[src/rtl/fdiv_pkg.sv]
package fdiv_pkg;

    localparam int SEL_W = 3;

    typedef logic [SEL_W-1:0] fdiv_sel_t;

    // Codes with special meaning; the others select 2**code.
    localparam fdiv_sel_t SEL_BYPASS = 3'd0;
    localparam fdiv_sel_t SEL_TOP    = 3'd7;

    // Division ratio for a code; the top code jumps to 2**top_shift.
    function automatic int unsigned ratio_of(fdiv_sel_t s, int unsigned top_shift);
        if (s == SEL_TOP)
            return 32'd1 << top_shift;
        return 32'd1 << s;
    endfunction

    // Last counter value of a period (ratio - 1).
    function automatic int unsigned last_of(fdiv_sel_t s, int unsigned top_shift);
        return ratio_of(s, top_shift) - 32'd1;
    endfunction

    // Number of high cycles of the divided clock (ratio / 2).
    function automatic int unsigned half_of(fdiv_sel_t s, int unsigned top_shift);
        return ratio_of(s, top_shift) >> 1;
    endfunction

endpackage

[src/rtl/fdiv_sel_hold.sv]
module fdiv_sel_hold
    import fdiv_pkg::*;
(
    input  logic      clk,
    input  logic      rst,
    input  logic      wrap,
    input  fdiv_sel_t sel_in,
    output fdiv_sel_t sel_q,
    output fdiv_sel_t sel_nxt
);

    // A new code is accepted only on the last cycle of a period.
    always_comb begin
        sel_nxt = wrap ? sel_in : sel_q;
    end

    always_ff @(posedge clk) begin
        if (rst)
            sel_q <= SEL_BYPASS;
        else
            sel_q <= sel_nxt;
    end

    assert_sel_held_R5: assert property (@(posedge clk) disable iff (rst)
        !wrap |=> $stable(sel_q));

endmodule

[src/rtl/fdiv_count.sv]
module fdiv_count
    import fdiv_pkg::*;
#(
    parameter int TOP_SHIFT = 8,
    localparam int CNT_W    = TOP_SHIFT
) (
    input  logic             clk,
    input  logic             rst,
    input  fdiv_sel_t        sel_q,
    output logic [CNT_W-1:0] cnt_q,
    output logic [CNT_W-1:0] cnt_nxt,
    output logic             wrap
);

    logic [CNT_W-1:0] last;

    always_comb begin
        last    = CNT_W'(last_of(sel_q, TOP_SHIFT));
        wrap    = (cnt_q == last);
        cnt_nxt = wrap ? '0 : cnt_q + 1'b1;
    end

    always_ff @(posedge clk) begin
        if (rst)
            cnt_q <= '0;
        else
            cnt_q <= cnt_nxt;
    end

    assert_cnt_in_range_R5: assert property (@(posedge clk) disable iff (rst)
        32'(cnt_q) <= last_of(sel_q, TOP_SHIFT));

endmodule

[src/rtl/fdiv_phase.sv]
module fdiv_phase
    import fdiv_pkg::*;
#(
    parameter int TOP_SHIFT = 8,
    localparam int CNT_W    = TOP_SHIFT
) (
    input  logic             clk,
    input  logic             rst,
    input  logic [CNT_W-1:0] cnt_nxt,
    input  fdiv_sel_t        sel_nxt,
    output logic             div_q,
    output logic             tick_q
);

    logic high_nxt;
    logic tick_nxt;

    // Both outputs are registered images of the next counter state.
    always_comb begin
        high_nxt = 32'(cnt_nxt) < half_of(sel_nxt, TOP_SHIFT);
        tick_nxt = 32'(cnt_nxt) == last_of(sel_nxt, TOP_SHIFT);
    end

    always_ff @(posedge clk) begin
        if (rst) begin
            div_q  <= 1'b0;
            tick_q <= 1'b1;
        end else begin
            div_q  <= high_nxt;
            tick_q <= tick_nxt;
        end
    end

    // A high phase may only begin right after a period has closed.
    assert_rise_after_tick_R6: assert property (@(posedge clk) disable iff (rst)
        $rose(div_q) |-> $past(tick_q));

endmodule

[src/rtl/fdiv_prescaler.sv]
module fdiv_prescaler
    import fdiv_pkg::*;
#(
    parameter int TOP_SHIFT = 8
) (
    input  logic       clk,
    input  logic       rst,
    input  logic [2:0] sel_i,
    output logic       div_clk_o,
    output logic       tick_o
);

    localparam int CNT_W = TOP_SHIFT;

    fdiv_sel_t        sel_q;
    fdiv_sel_t        sel_nxt;
    logic [CNT_W-1:0] cnt_q;
    logic [CNT_W-1:0] cnt_nxt;
    logic             wrap;
    logic             div_q;
    logic             tick_q;

    fdiv_sel_hold u_sel (
        .clk     (clk),
        .rst     (rst),
        .wrap    (wrap),
        .sel_in  (fdiv_sel_t'(sel_i)),
        .sel_q   (sel_q),
        .sel_nxt (sel_nxt)
    );

    fdiv_count #(.TOP_SHIFT(TOP_SHIFT)) u_cnt (
        .clk     (clk),
        .rst     (rst),
        .sel_q   (sel_q),
        .cnt_q   (cnt_q),
        .cnt_nxt (cnt_nxt),
        .wrap    (wrap)
    );

    fdiv_phase #(.TOP_SHIFT(TOP_SHIFT)) u_phase (
        .clk     (clk),
        .rst     (rst),
        .cnt_nxt (cnt_nxt),
        .sel_nxt (sel_nxt),
        .div_q   (div_q),
        .tick_q  (tick_q)
    );

    always_comb begin
        div_clk_o = (sel_q == SEL_BYPASS) ? clk : div_q;
        tick_o    = tick_q;
    end

    assert_tick_at_last_R7: assert property (@(posedge clk) disable iff (rst)
        tick_o |-> (32'(cnt_q) == last_of(sel_q, TOP_SHIFT)));

    assert_bypass_tick_R1: assert property (@(posedge clk) disable iff (rst)
        (sel_q == SEL_BYPASS) |-> tick_o);

    assert_reset_div1_R8: assert property (@(posedge clk) disable iff (rst)
        $past(rst) |-> (tick_o && cnt_q == '0));

endmodule

[config.mk]
export PLATFORM = sky130hd
export DESIGN_NAME = fdiv_prescaler
export DESIGN_NICKNAME = d
export VERILOG_FILES = /design/src/rtl/fdiv_pkg.sv /design/src/rtl/fdiv_sel_hold.sv /design/src/rtl/fdiv_count.sv /design/src/rtl/fdiv_phase.sv /design/src/rtl/fdiv_prescaler.sv
export SDC_FILE = /design/constraint.sdc
export NUM_CORES = 1
export LEC_CHECK = 0
export BUFFER_PORTS_ARGS = -buffer_cell sky130_fd_sc_hd__buf_4
export CAP_MARGIN = 30
export CORE_ASPECT_RATIO = 2
export CORE_UTILIZATION = 45
export CTS_CLUSTER_DIAMETER = 60
export DETAILED_ROUTE_END_ITERATION = 8
export PLACE_DENSITY = 0.6
export SYNTH_ARGS = -nofsm -noshare
export SYNTH_HDL_FRONTEND = slang
export SYNTH_SLANG_ARGS = --single-unit
[constraint.sdc]
create_clock -name clk -period 7.1 [get_ports clk]
set_input_delay 0.355 -clock clk [delete_from_list [all_inputs] [get_ports clk]]
set_output_delay 0.355 -clock clk [all_outputs]
set_load 0.02 [all_outputs]
# Word level (Yosys, flattened, before mapping)
# Cells that the tools add are included.
[classes] add_sub_neg=3 magnitude_cmp=1 n_eq_ne=4 shift=2 muxes=8 n_reduce_logical=1
[ops] op="== test 8 x 32 -> 1 bit" count=1
[ops] op="two-way mux 32 bit" count=1
[ops] op="<< shifter 1 x 3 -> 32 bit, first input constant" count=1
[ops] op="subtractor 32 x 1 -> 32 bit, second input constant" count=1
[ops] op="less-than comparator 8 x 31 -> 1 bit" count=1
[ops] op="two-way mux 8 bit" count=2
[ops] op="two-way mux 9 bit" count=1
[ops] op="adder 8 x 1 -> 8 bit, second input constant" count=1
[ops] op="== test 8 bit" count=1
[ops] op="<< shifter 1 x 3 -> 8 bit, first input constant" count=1
[ops] op="subtractor 8 x 1 -> 8 bit, second input constant" count=1
[ops] op="== test 3 bit, second input constant" count=2
[ops] op="zero test 3 bit" count=1
[ops] op="two-way mux 1 bit" count=3
[ops] op="two-way mux 3 bit" count=1
[totals] register_bits=13 word_cells=23

# Depth between registers and ports, before layout
# Gate-level depths: netlist of run 1.
[logic_depth] ltp_word=11 depth_mapped=21 ltp_nobuf=17

# By module
# From an unflattened synthesis of run 1, not the netlist that was laid out.
[hier_totals] hier_cells=146 area_unflattened_um2=1168.6
[modules_own_cells] module="fdiv_count" n_inst=1 cells_each=63 area_each_um2=514.2 seq_area_each_um2=160.2
[modules_own_cells] module="fdiv_phase" n_inst=1 cells_each=72 area_each_um2=505.5 seq_area_each_um2=40.0
[modules_own_cells] module="fdiv_sel_hold" n_inst=1 cells_each=9 area_each_um2=127.6 seq_area_each_um2=60.1
[modules_own_cells] module="fdiv_prescaler" n_inst=1 cells_each=2 area_each_um2=21.3 seq_area_each_um2=0.0

==> results of run 1 <==
-- power groups by stage --
stage | registers (mW) | clock network [mW] | logic [mW]
after floorplan | 0.0982 | 0.0149 | 0.354
after global placement | 0.116 | 0.0232 | 0.384
after detailed placement | 0.117 | 0.0232 | 0.391
after CTS | 0.115 | 0.137 | 0.394
after global routing | 0.120 | 0.142 | 0.426
final | 0.116 | 0.137 | 0.394
-- layer usage --
layer / part of all wire, % / wire length, um / up-vias
met1: 36 / 1370 / 638
met4: 4.7 / 179 / 0
li1: - / - / 667
met2: 56 / 2140 / 52
met3: 3.5 / 134 / 15
met5: 0 / 0 / -
-- final timing paths --
kind | startpoint | end | slack [ps] | cells past startpoint
worst max-delay path | u_sel.sel_q[1]$_SDFF_PP0_ | u_phase.tick_q$_SDFF_PP1_ | 2410 | 17
worst min-delay path | rst | u_sel.sel_q[2]$_SDFF_PP0_ | 260 | 2
worst max register to register | u_sel.sel_q[1]$_SDFF_PP0_ | u_phase.tick_q$_SDFF_PP1_ | 2410 | 17
worst min register to register | u_cnt.cnt_q[0]$_SDFF_PP0_ | u_cnt.cnt_q[0]$_SDFF_PP0_ | 610 | 1
-- stage by stage --
stage | area (um^2) | setup slack (ps)
global placement | 1430 | 2660
floorplan | 1420 | 2890
global route | 1510 | 2090
finish | 1510 | 2410
CTS | 1510 | 2450
detailed placement | 1430 | 2560
-- layout make-up --
cell class	instances	area (um^2)	area share, %
Clock buffer	8	93.8	6.21
Inverter	7	26.3	1.74
Multi-Input combinational cell	152	1060	69.9
Sequential cell	13	260	17.2
Tap cell	30	37.5	2.48
Timing Repair Buffer	5	37.5	2.48
-- flip-flops by register name, indices dropped and copies added (netlist names) --
register and count:
u_cnt.cnt_q 8, u_sel.sel_q 3, u_phase.tick_q 1, u_phase.div_q 1
-- kinds of logic (layout without fill, tap and decap cells) --
| kind of cell | count (synthesis) | count (layout) | synth area share [%] |
|---|---|---|---|
| buffers and inverters | 20 | 20 | 7.56 |
| AND/OR/NAND/NOR | 80 | 80 | 30.1 |
| AO/OA/AOI/OAI | 45 | 45 | 24.6 |
| flip-flops | 13 | 13 | 18.3 |
| adder cells (fa/ha/maj) | 10 | 10 | 8.79 |
| multiplexers | 1 | 1 | 0.791 |
| XOR/XNOR | 16 | 16 | 9.84 |
-- Yosys cell counts (all sizes together), types with 5 or more instances --
library cell   n  area (um^2)
inv            7         26.3
nor3           6         30.0
nand3          6         35.0
buf           11         73.8
a21oi          9         45.0
xnor2          7         61.3
xor2           9         78.8
nand2b         5         31.3
dfxtp         13          260
ha            10          125
nor2          24         90.1
nand2         20         75.1
nand4          5         31.3
o21ai          7         35.0
-- worst max-delay path: stages (launching register included) --
cell and delay (ps):
dfxtp_1 550, nor3_1 520, inv_1 100, ha_1 330, xor2_1 200, a21boi_1 190
nor4b_4 440, o21a_1 580, nor2_1 130, a21oi_1 260, a21o_1 130, ha_1 260
nor2b_1 70, o21ai_0 190, o311ai_0 190, nand4_1 130, a221oi_1 90, a41o_1 210
==> metrics.txt, run 1 <==
outcome completed; Mapped Avg Cell Area 7.70 um^2; FMAX 213 MHz; hold_buf cts 0; FFs w/ async S/R, synth 0%; CTS resizes 0; Cell Count, Final, Fillers Out around 220; critical path fanouts, max 21; critical path data required time 7340 ps; Int Power 0.344 mW; DR vias 1372; DR pass1 iterations 4; Synth warnings 0; clock network power share 21.1%; initial antenna violation count 0; Comb pwr share 60.9%; hold crit path type input pin to register; Inserted Diodes 0; Most Crowded Layer GR met2; Post-Syn Area around 0.0014 mm^2; sequential share of power 18.0%; Pwr Density 428 mW/mm^2; VDD IR-drop max 256 uV; CP Data Arrival Time between 4000 and 5000 ps; NetSw 0.303 mW; register bit total from synthesis 13; post-CTS setup buffer count 0; min Tclk post-route between 4000 and 5000 ps; setup violators final 0; Synth Flop Type dfxtp_1; crit path capture type register; vias in the first global route 1325; Layout Utilization 50.8%; Clock Skew 5.04 ps; Post-Syn Instances 185; Die Ht between 80 and 90 um; CP Launch Type register; max-slew violations 0; Max Cap Violations 0; Hold Slack 256 ps; Cell variety after synth 52; Worst-Skew Late Latency about 360 ps; met3 usage 3.74%; total chip power between 0.6 and 0.7 mW; unrepaired setup endpoints after global routing no; share of cells above drive strength 1 roughly an eighth; met2 usage 46.3%; most frequent cells in the layout 24 x nor2_1, 20 x nand2_1, 13 x dfxtp_1, 10 x ha_1; DP HPWL 2940 um; GRT met1 Usage 22.9%; Final Hold Viols 0; critical path type register to register; clk slew on worst S/H paths 60 ps; dpl cells 208; DR WL/cell 17.8 um; Tot GR Track Use 24.4%; most common cell after layout, fill and taps aside nor2_1; Max-slew headroom roughly 36%; Top Ports 7; die area 0.00341 mm^2; Setup TNS 0 ps; DRC 0; Core ar. 0.00298 mm^2; global-route wire length before repair between 6000 and 7000 um; Post-synth EDFFs 0; pin count of the biggest net entering global routing 22; pin slew with the least headroom to its limit 958 ps; CTS tree done; total gr overflow 0; number of port buffers 6; Sw Ratio between 40% and 50%; Final period util 66.0%; routed wire length approximately 3800 um; Routed Antenna Nets 0; routed vias/inst about 6.4; Die Width 41.8 um; 1st-iter DRT viols 61; LEAKAGE 0.591 nW; register area share after synthesis a little under a fifth; Area Growth Syn to Fin 6.15%; Post-Syn Nets 200; Site Rows 28; GP Congestion a little under 0.9; Final #Nets 201; Starting Density 47.8%; Fill cells 291
(Power assumes the default switching activity.)
==> inputs of run 2 (changes only) <==
--- a/config.mk
+++ b/config.mk
@@ -11,7 +11,7 @@
 export CORE_UTILIZATION = 45
 export CTS_CLUSTER_DIAMETER = 60
 export DETAILED_ROUTE_END_ITERATION = 8
-export PLACE_DENSITY = 0.6
+export PLACE_DENSITY = 0.62
 export SYNTH_ARGS = -nofsm -noshare
 export SYNTH_HDL_FRONTEND = slang
 export SYNTH_SLANG_ARGS = --single-unit
==> constraint.sdc (replaced) <==
create_clock -name clk -period 4.1 [get_ports clk]
set_input_delay 0.205 -clock clk [delete_from_list [all_inputs] [get_ports clk]]
set_output_delay 0.205 -clock clk [all_outputs]
set_load 0.02 [all_outputs]
==> metrics.txt, run 2 (synthesis gave the netlist of run 1 again) <==
HP Start rst; most frequent cells in the layout 24 x nor2_1, 20 x nand2_1, 14 x buf_4, 13 x dfxtp_1, 10 x ha_1; Worst Hold Depth 2; pin count of the biggest net entering global routing 18; FF-to-FF End u_phase.tick_q$_SDFF_PP1_; Final Hold Viols 0; Slowest-stage cell, CP o31ai_1; Final period util 90.4%; min Tclk post-route around 3700 ps; most common cell after layout, fill and taps aside nor2_1; Inserted Diodes 0; Pwr Density 760 mW/mm^2; Biggest register u_cnt.cnt_q; FF-to-FF setup slack approximately 390 ps; final worst slack 393 ps; DR WL/cell 18.0 um; total gr overflow 0; Top Ports 7; total chip power 1.19 mW; CP Data Arrival Time around 4000 ps; Setup TNS 0 ps; global-route wire length before repair 6310 um; vias in the first global route 1348; LEAKAGE 0.631 nW; critical path data required time 4350 ps; outcome completed; CTS resizes 0; Site Rows 28; VDD IR-drop max 458 uV; routed wire length ~4000 um; Clock Skew 3.91 ps; Routed Antenna Nets 0; initial antenna violation count 0; Top Registers u_cnt.cnt_q x8, u_sel.sel_q x3; hold crit path type input pin to register; Endpoint, Worst Hold u_sel.sel_q[2]$_SDFF_PP0_; hold_buf cts 0; crit path capture type register; CP Launch Type register; Core ar. 0.00298 mm^2; R2R cell count 16; max-slew violations 0; Largest register FFs 8; CTS tree done; Tot GR Track Use between 20% and 30%; die area 0.00341 mm^2; setup violators final 0; worst path cell trace nor3_1 > inv_1 > ha_1 > nor2b_1 > o22a_1 > o31ai_1 > o21ai_1 > buf_4 > a21boi_0 > ha_1 > nor2b_1 > o21ai_0 > o311ai_0 > nand4_1 > a221oi_1 > a41o_1; critical path type register to register; DRC 0; Max-slew headroom 55.7%; pin slew with the least headroom to its limit 659 ps; DR vias 1427; DP HPWL 3140 um; share of cells above drive strength 1 16.6%; FMAX 270 MHz; 1st-iter DRT viols 57; Die Width between 40 and 50 um; Starting Density 47.8%; Final #Nets 209; number of port buffers 6; pre-CTS setup slack 481 ps; R2R Path Start u_sel.sel_q[0]$_SDFF_PP0_; Fill cells 280; Area Growth Syn to Fin 10.4%; Worst-Skew Late Latency 360 ps; Die Ht 81.6 um; critical path fanouts, max 14; Max Cap Violations 0; unrepaired setup endpoints after global routing no; Largest stage delay, worst path 400 ps; GP Congestion between 0.8 and 0.9; routed vias/inst 6.40; clk slew on worst S/H paths 50 ps; post-CTS setup buffer count 0; DR pass1 iterations 4
[run 2: through the flow]
stage | std cells | instance area, um^2 | utilization, % | hold WS [ps]
2_1_floorplan | 185 | 1420 | - | 341
3_3_place_gp | 216 | 1490 | 49.9 | 447
3_5_place_dp | 216 | 1490 | 49.9 | 447
4_1_cts | 223 | 1570 | 52.8 | 97.8
5_1_grt | 223 | 1570 | 52.8 | 102
6_report | 223 | 1570 | 52.8 | 100
[run 2: worst max-delay path by stage]
| stage | slack [ps] | cells after the start | from | end |
|---|---|---|---|---|
| after floorplan | 100 | 21 | u_sel.sel_q[2]$_SDFF_PP0_ | u_phase.tick_q$_SDFF_PP1_ |
| after global placement | 490 | 16 | u_sel.sel_q[0]$_SDFF_PP0_ | u_phase.tick_q$_SDFF_PP1_ |
| after detailed placement | 480 | 16 | u_sel.sel_q[0]$_SDFF_PP0_ | u_phase.tick_q$_SDFF_PP1_ |
| after CTS | 470 | 16 | u_sel.sel_q[0]$_SDFF_PP0_ | u_phase.tick_q$_SDFF_PP1_ |
| after global routing | 160 | 16 | u_sel.sel_q[1]$_SDFF_PP0_ | u_phase.tick_q$_SDFF_PP1_ |
| final | 390 | 16 | u_sel.sel_q[0]$_SDFF_PP0_ | u_phase.tick_q$_SDFF_PP1_ |
[run 2: worst max-delay path: cells and delay by family, from the launching register on]
family	cells	cell delay, ps
compound gates	8	1590
fa+ha+maj	2	640
buf+inv	2	280
flops	1	390
simple gates	4	690
[run 2: layout make-up]
class	instances	area, um^2	area share [%]
tap	30	37.5	2.39
inverter	7	26.3	1.67
timing repair buffer	13	97.6	6.21
clock buffer	8	93.8	5.97
multi-input combinational	152	1060	67.2
sequential	13	260	16.6
[run 2: per-layer routing]
layer | GRT usage [%] | vias up | wire length [um]
met1 | 23.0 | 676 | 1460
met2 | 48.0 | 45 | 2220
met5 | 0 | - | 0
met3 | 4.62 | 24 | 129
met4 | 17.4 | 0 | 220
li1 | - | 682 | -
[run 2: power by group]
| part | leakage [nW] | internal [mW] | switching (mW) | total [mW] |
|---|---|---|---|---|
| combinational | 0.471 | 0.346 | 0.432 | 0.779 |
| clock | 0.0536 | 0.152 | 0.0784 | 0.230 |
| sequential | 0.106 | 0.150 | 0.0349 | 0.185 |
| total | 0.631 | 0.648 | 0.546 | 1.19 |
